[src/rtl/irq_hub_pkg.sv]
package irq_hub_pkg;
  localparam int REG_MASK = 0;
  localparam int REG_STAT = 1;
  localparam int REG_CLR  = 2;

  typedef struct packed {
    logic wrMask;
    logic wrSet;
    logic wrClr;
    logic rdMask;
    logic rdStat;
    logic rdNone;
  } regStrobe_t;
endpackage

[src/rtl/irq_hub_ctrl.sv]
module irq_hub_ctrl
  import irq_hub_pkg::*;
#(
  parameter int ADDR_W = 2
) (
  input  logic              clk,
  input  logic              rst,
  input  logic              wrEn,
  input  logic [ADDR_W-1:0] wrAddr,
  input  logic              rdEn,
  input  logic [ADDR_W-1:0] rdAddr,
  output regStrobe_t        strb
);
  localparam logic [ADDR_W-1:0] A_MASK = ADDR_W'(REG_MASK);
  localparam logic [ADDR_W-1:0] A_STAT = ADDR_W'(REG_STAT);
  localparam logic [ADDR_W-1:0] A_CLR  = ADDR_W'(REG_CLR);

  always_comb begin
    strb        = '0;
    strb.wrMask = wrEn && (wrAddr == A_MASK);
    strb.wrSet  = wrEn && (wrAddr == A_STAT);
    strb.wrClr  = wrEn && (wrAddr == A_CLR);
    strb.rdMask = rdEn && (rdAddr == A_MASK);
    strb.rdStat = rdEn && (rdAddr == A_STAT);
    strb.rdNone = rdEn && (rdAddr != A_MASK) && (rdAddr != A_STAT);
  end

  AST_WR_EXCLUSIVE: assert property (@(posedge clk) disable iff (rst)
    $onehot0({strb.wrMask, strb.wrSet, strb.wrClr})) else $error("write strobes overlap");
  AST_RD_COVERS: assert property (@(posedge clk) disable iff (rst)
    rdEn |-> $onehot({strb.rdMask, strb.rdStat, strb.rdNone})) else $error("read decode gap");
endmodule

[src/rtl/irq_hub_datapath.sv]
module irq_hub_datapath
  import irq_hub_pkg::*;
#(
  parameter int NUM_SRC = 5,
  parameter int DATA_W  = 32
) (
  input  logic               clk,
  input  logic               rst,
  input  regStrobe_t         strb,
  input  logic [DATA_W-1:0]  wrData,
  input  logic               coreLevel,
  input  logic [NUM_SRC-1:1] evtPulse,
  output logic               irqOut,
  output logic [DATA_W-1:0]  rdData
);
  localparam int LIVE_BIT = DATA_W - 1;

  logic [NUM_SRC-1:0] maskReg;
  logic [NUM_SRC-1:0] statusReg;
  logic               corePrev;
  logic [NUM_SRC-1:0] hwSet;
  logic [NUM_SRC-1:0] setHit;
  logic [NUM_SRC-1:0] clrHit;
  logic [DATA_W-1:0]  statWord;
  logic [DATA_W-1:0]  maskWord;

  // Edge detect for the core level; other causes arrive as strobes.
  assign hwSet  = {evtPulse, coreLevel & ~corePrev};
  assign setHit = strb.wrSet ? wrData[NUM_SRC-1:0] : '0;
  assign clrHit = strb.wrClr ? wrData[NUM_SRC-1:0] : '0;

  always_ff @(posedge clk) begin
    if (rst) corePrev <= 1'b0;
    else     corePrev <= coreLevel;
  end

  always_ff @(posedge clk) begin
    if (rst)              maskReg <= '0;
    else if (strb.wrMask) maskReg <= wrData[NUM_SRC-1:0];
  end

  // One sticky cell per cause; hardware event outranks a clear.
  for (genvar g = 0; g < NUM_SRC; g++) begin : gCell
    always_ff @(posedge clk) begin
      if (rst)            statusReg[g] <= 1'b0;
      else if (hwSet[g])  statusReg[g] <= 1'b1;
      else if (clrHit[g]) statusReg[g] <= 1'b0;
      else if (setHit[g]) statusReg[g] <= 1'b1;
    end
  end

  assign irqOut = |(statusReg & maskReg);

  always_comb begin
    statWord                = '0;
    statWord[NUM_SRC-1:0]   = statusReg;
    statWord[LIVE_BIT]      = coreLevel;
    maskWord                = '0;
    maskWord[NUM_SRC-1:0]   = maskReg;
  end

  always_ff @(posedge clk) begin
    if (rst)              rdData <= '0;
    else if (strb.rdMask) rdData <= maskWord;
    else if (strb.rdStat) rdData <= statWord;
    else if (strb.rdNone) rdData <= '0;
  end

  AST_IRQ_NEEDS_MASK: assert property (@(posedge clk) disable iff (rst)
    irqOut |-> (maskReg != '0)) else $error("irq with empty mask");
  AST_CLR_TAKES: assert property (@(posedge clk) disable iff (rst)
    strb.wrClr |=> ((statusReg & $past(wrData[NUM_SRC-1:0] & ~hwSet)) == '0)) else $error("clear lost");
  AST_SET_TAKES: assert property (@(posedge clk) disable iff (rst)
    strb.wrSet |=> ((statusReg & $past(wrData[NUM_SRC-1:0])) == $past(wrData[NUM_SRC-1:0]))) else $error("set lost");
  AST_CORE_EDGE: assert property (@(posedge clk) disable iff (rst)
    $rose(coreLevel) |-> ##1 statusReg[0]) else $error("core edge missed");
  AST_NO_SPONT: assert property (@(posedge clk) disable iff (rst)
    ((hwSet == '0) && !strb.wrSet) |=> ((statusReg & ~$past(statusReg)) == '0)) else $error("spurious set");
  AST_EVT_WINS: assert property (@(posedge clk) disable iff (rst)
    (hwSet != '0) |=> ((statusReg & $past(hwSet)) == $past(hwSet))) else $error("event lost");
endmodule

[src/rtl/irq_hub.sv]
module irq_hub
  import irq_hub_pkg::*;
#(
  parameter int NUM_SRC = 5,
  parameter int DATA_W  = 32,
  parameter int ADDR_W  = 2
) (
  input  logic               clk,
  input  logic               rst,
  input  logic               wrEn,
  input  logic [ADDR_W-1:0]  wrAddr,
  input  logic [DATA_W-1:0]  wrData,
  input  logic               rdEn,
  input  logic [ADDR_W-1:0]  rdAddr,
  output logic [DATA_W-1:0]  rdData,
  input  logic               coreLevel,
  input  logic [NUM_SRC-1:1] evtPulse,
  output logic               irqOut
);
  regStrobe_t strb;

  irq_hub_ctrl #(.ADDR_W(ADDR_W)) uCtrl (
    .clk(clk), .rst(rst), .wrEn(wrEn), .wrAddr(wrAddr),
    .rdEn(rdEn), .rdAddr(rdAddr), .strb(strb)
  );

  irq_hub_datapath #(.NUM_SRC(NUM_SRC), .DATA_W(DATA_W)) uData (
    .clk(clk), .rst(rst), .strb(strb), .wrData(wrData),
    .coreLevel(coreLevel), .evtPulse(evtPulse),
    .irqOut(irqOut), .rdData(rdData)
  );
endmodule

[config.mk]
export PLATFORM = sky130hd
export DESIGN_NAME = irq_hub
export DESIGN_NICKNAME = d
export VERILOG_FILES = /design/src/rtl/irq_hub_pkg.sv /design/src/rtl/irq_hub_ctrl.sv /design/src/rtl/irq_hub_datapath.sv /design/src/rtl/irq_hub.sv
export SDC_FILE = /design/constraint.sdc
export NUM_CORES = 1
export LEC_CHECK = 0
export BUFFER_PORTS_ARGS = -buffer_cell sky130_fd_sc_hd__buf_2
export CAP_MARGIN = 25
export CORE_MARGIN = 10
export CORE_UTILIZATION = 38
export DETAILED_ROUTE_END_ITERATION = 8
export HOLD_SLACK_MARGIN = 0.03
export PLACE_DENSITY = 0.79
export SYNTH_ARGS = -nofsm -noshare
export SYNTH_HDL_FRONTEND = slang
export SYNTH_SLANG_ARGS = --single-unit
[constraint.sdc]
create_clock -name clk -period 1.1 [get_ports clk]
set_input_delay 0.055 -clock clk [delete_from_list [all_inputs] [get_ports clk]]
set_output_delay 0.055 -clock clk [all_outputs]
set_load 0.01 [all_outputs]
[Word-level counts from Yosys, hierarchy flattened]
Cells that the tools add are included.
Operators by class
  reduce and logical (&&, ||, !) cells: 19
  equal/unequal tests: 4
  mux-type cells: 20
  bitwise operators: 3
Operators by type and width (count)
  $mux 32: 2
  $reduce_bool 3->1: 6
  $mux 1: 15
  $mux 5: 3
  $logic_and 1x1->1: 7
  $and 5x5->5: 1
  $reduce_or 5->1: 1
  $eq 2x1->1 const B: 2
  $logic_not 2->1: 2
  $reduce_bool 2->1: 2
  $eq 2x2->1 const B: 1
  $ne 2x1->1 const B: 1
  $reduce_or 2->1: 1
  $and 1x1->1: 1
  $not 1->1: 1
Word-level totals
  logic and storage cells: 55
  input bits: 45
  flip-flop bits (word level): 17
  output and inout port bits: 33

[Depth between registers and ports, before layout]
  word-level depth: 6
  gate-level depth with buffers: 4
  mapped depth without buffers: 3

[Modules after synthesis]
From an unflattened synthesis, not the netlist that was laid out.
Second synthesis, totals
  cells, all modules: 108
  area, all modules: 1002.2 um2
By module, submodules not included
  irq_hub_datapath: cells an instance 102, area each 944.7 um2, seq. area each 340.3 um2, times used 1
  irq_hub_ctrl: cells an instance 6, area each 57.6 um2, seq. area each 0.0 um2, times used 1

[Worst setup path before layout]
OpenSTA, ideal clock, no wires.
  path type: reg2reg
  from: register uData.statusReg[2] (netlist: uData.statWord[2])
  to: register uData.rdData[2]
  arrival time: 0.714 ns
  slack: 0.259 ns
  stages on the path, launching flop included: 4
  buffers on the path: 0
  data required time: 0.972 ns
  library setup time: 0.128 ns
  clock period less this slack: 0.841 ns
  path through: dfxtp_1 -> mux2_2 -> a21oi_1 -> nor2_1
On the way
  cells in the longest elaborated chain, start to end: 2
Ends and longest elaborated chain
  start: declaration: RTL line irq_hub_datapath.sv:19  | logic [NUM_SRC-1:0] statusReg;
  start signal: indexed assignment: RTL line irq_hub_datapath.sv:45  | if (rst) statusReg[g] <= 1'b0;
  start signal: indexed assignment: RTL line irq_hub_datapath.sv:46  | else if (hwSet[g]) statusReg[g] <= 1'b1;
  start signal: indexed assignment: RTL line irq_hub_datapath.sv:47  | else if (clrHit[g]) statusReg[g] <= 1'b0;
  $mux 32: RTL line irq_hub_datapath.sv:65  | else if (strb.rdStat) rdData <= statWord;
  $mux 5: RTL line irq_hub_datapath.sv:64  | else if (strb.rdMask) rdData <= maskWord;
  end signal: assignment: RTL line irq_hub_datapath.sv:64
  end signal: assignment: RTL line irq_hub_datapath.sv:65
  end: declaration: RTL line irq_hub_datapath.sv:14  | output logic [DATA_W-1:0] rdData
No other way between the ends.
A chain may end at the register's enable or synchronous reset.

[Worst setup path after layout]
  from: register uData.maskReg[3]
  to: output irqOut
On the way
  cells in the longest elaborated chain, start to end: 2
Ends and longest elaborated chain
  start: declaration: RTL line irq_hub_datapath.sv:18  | logic [NUM_SRC-1:0] maskReg;
  start signal: assignment: RTL line irq_hub_datapath.sv:39  | else if (strb.wrMask) maskReg <= wrData[NUM_SRC-1:0];
  $and 5x5->5: RTL line irq_hub_datapath.sv:52  | assign irqOut = |(statusReg & maskReg);
  $reduce_or 5->1: RTL line irq_hub_datapath.sv:52
  end: declaration: RTL line irq_hub.sv:18  | output logic irqOut
No other way between the ends.

==> results.yml <==
outcome:
  status: "finished with violations"
  violations: "setup timing"
timing:
  final_max_slew_viol_count: 0
  hold_ws_ns: 0.0481
  min_period_over_period_pct: 113
  tns_ns: -0.139
  setup_viol: 1
  fin_worst_skew_ns: 0.00116
  period_minus_slack_ns: 1.24
  layout_setup_ws_ns: -0.139
  rsz0062_at_grt: "true"
  max_freq_ghz: 0.807
  finalHoldViolations: 0
drt:
  vias_per_cell: 4.49
  drt-total-wl_microns: 2230
  vias: 759
  ant_nets: 0
  drc: 0
  routedWlPerCell_microns: 13.2
  drt_first_pass_iters: 4
  drt_iter0_drc: 4
min_path:
  worstHoldPathType: "in2reg"
global_route:
  grtUsageTotal_pct: 8.66
  grt_antenna_before_repair: 0
  grt_pass1_vias: 819
  grt-ovfl-total: 0
  grt_pass1_wl_microns: 3570
  grt_max_degree: 18
power_and_ir_drop:
  irDropWorstVdd_v: 0.000838
  total_power_mw: 1.22
  leakagePower_nw: 0.543
  power.density_nw_per_um2: 1080
placed_design:
  place_ws_ns: 0.123
  port_buffers: 24
  place_area_sq_um: 996
  gp_congestion: 0.710
  dp_hpwl_microns: 1740
  placed_cells: 154
synth:
  synth_top_cell_area_share_pct: 35.7
  ys_types: 23
  yosysTopAreaCell: "dfxtp_1"
  async_reset_ff_share_pct: 0
  synth-seq-area-share_pct: 35.7
  synthCells: 104
  synth_edf_count: 0
  yosysWarnings: 0
  synth_area_leaders: "dfxtp_1, buf_4, mux2_2, mux2i_1, nor2b_1"
  synth_area_sq_um: 953
  synth-seq-cells: 17
  ys.flop_type: "dfxtp_1"
  syn_area_per_cell_sq_um: 9.17
setup_path:
  setup.worst_path.end: "irqOut"
  critPathMaxFanout: 2
  crit_type: "reg2out"
  arrival_ns: 1.18
  ff2ff_setup_slack_ns: 0.09
  rr_worst_depth: 4
  startpoint_type: "register"
  required_ns: 1.04
  r2r-start: "uData.maskReg[3]"
  startpoint: "uData.maskReg[3]"
  reg2reg_to: "uData.rdData[3]"
  end_kind: "output port"
final_layout:
  fin_cells: 169
  antenna_cells: 0
  final_nets: 185
  drive_gt1_share_pct: 27.3
  layout_commonest_cell: "conb_1"
  mostFrequentLayoutCells: "conb_1, buf_2, dfxtp_1"
  final_area_sq_um: 1130
  syn2layout_area_growth_pct: 18.8
  fin_util_pct: 46.6
floorplan:
  start_util_pct: 39.2
  fp.dieW_microns: 70.1
  boundaryPins: 78
  die_area_sq_um: 4910
  core.rowCount: 18
  fp.dieH_microns: 70.1
  fp.coreArea_sq_um: 2430
clock_tree:
  cts_tree: "yes"
  htreeDepth: 1
  cts_root_buf: "clkbuf_4"
  clk_pin_slew_ns: 0.09
  cts.sinks: 17
  clock_latency_ns: 0.29
  cts_made_buffers: 3
  cts_buffer_depth: 2
flow_run:
  drv_cap: 0
-- worst min-delay path by stage --
stage                           start                end  cells after the start
after global placement      wrData[3]  uData.statWord[3]                      2
after floorplan             wrData[1]  uData.statWord[1]                      1
after CTS                 evtPulse[1]  uData.statWord[1]                      3
final                       wrData[0]   uData.maskReg[0]                      3
after global routing        wrData[0]  uData.statWord[0]                      3
after detailed placement    wrData[2]  uData.statWord[2]                      2
-- report_power, final --
part | switching, mW | total [mW] | internal, mW
Combinational | 0.124 | 0.227 | 0.103
Sequential | 0.0196 | 0.664 | 0.644
Clock | 0.190 | 0.331 | 0.141
Total | 0.334 | 1.22 | 0.888
-- cell type report --
| cell class | count | area [sq um] |
|---|---|---|
| Clock buffer | 4 | 26.3 |
| Sequential cell | 17 | 343 |
| Timing Repair Buffer | 35 | 228 |
| Fill cell | 242 | 1300 |
| Multi-Input combinational cell | 79 | 483 |
| Tap cell | 30 | 37.5 |
| Inverter | 4 | 15.0 |
-- cells by family after synthesis --
| group | Yosys count | share of synthesized area, % |
|---|---|---|
| AOI/OAI and AO/OA | 19 | 13.9 |
| DFF | 17 | 35.7 |
| muxes | 10 | 11.2 |
| buffers and inverters | 33 | 23.5 |
| and+or+nand+nor | 24 | 15.4 |
| other | 1 | 0.393 |
-- registers in the layout (all words and copies together), names as in the netlist --
| name | cells |
|---|---|
| uData.maskReg | 5 |
| uData.statWord | 5 |
| uData.corePrev | 1 |
| uData.rdData | 6 |
-- timing repair --
action | CTS | global route
hold endpoints to repair | 6 | 1
gates resized for setup | 1 | 1
setup buffers | 1 | 0
hold buffers | 9 | 1
endpoints found under the setup margin | 1 | 1
pin swaps | 2 | 0
-- worst max-delay path, stage by stage, from the launching register on --
cell	delay (ns)
dfxtp_2	0.33
a222oi_1	0.32
nand2_1	0.10
buf_2	0.15
-- per-layer routing --
metal	vias up	share of wire [%]	routed length [microns]	track usage [%]
li1	374	-	-	-
met1	344	36	804	7.66
met2	36	48	1080	14.4
met3	5	14	311	5.79
met4	0	1.9	42	5.04
met5	-	0	0	0
-- cells in the mapped netlist, types with 2 or more instances --
| library cell | count |
|---|---|
| mux2_2 | 5 |
| a211oi_1 | 4 |
| nor2_1 | 10 |
| a311oi_1 | 4 |
| buf_4 | 26 |
| inv_1 | 4 |
| mux2i_1 | 5 |
| and3b_2 | 2 |
| nor2b_1 | 7 |
| dfxtp_1 | 17 |
| a21oi_1 | 8 |
Power figures use the tool's default switching activity.
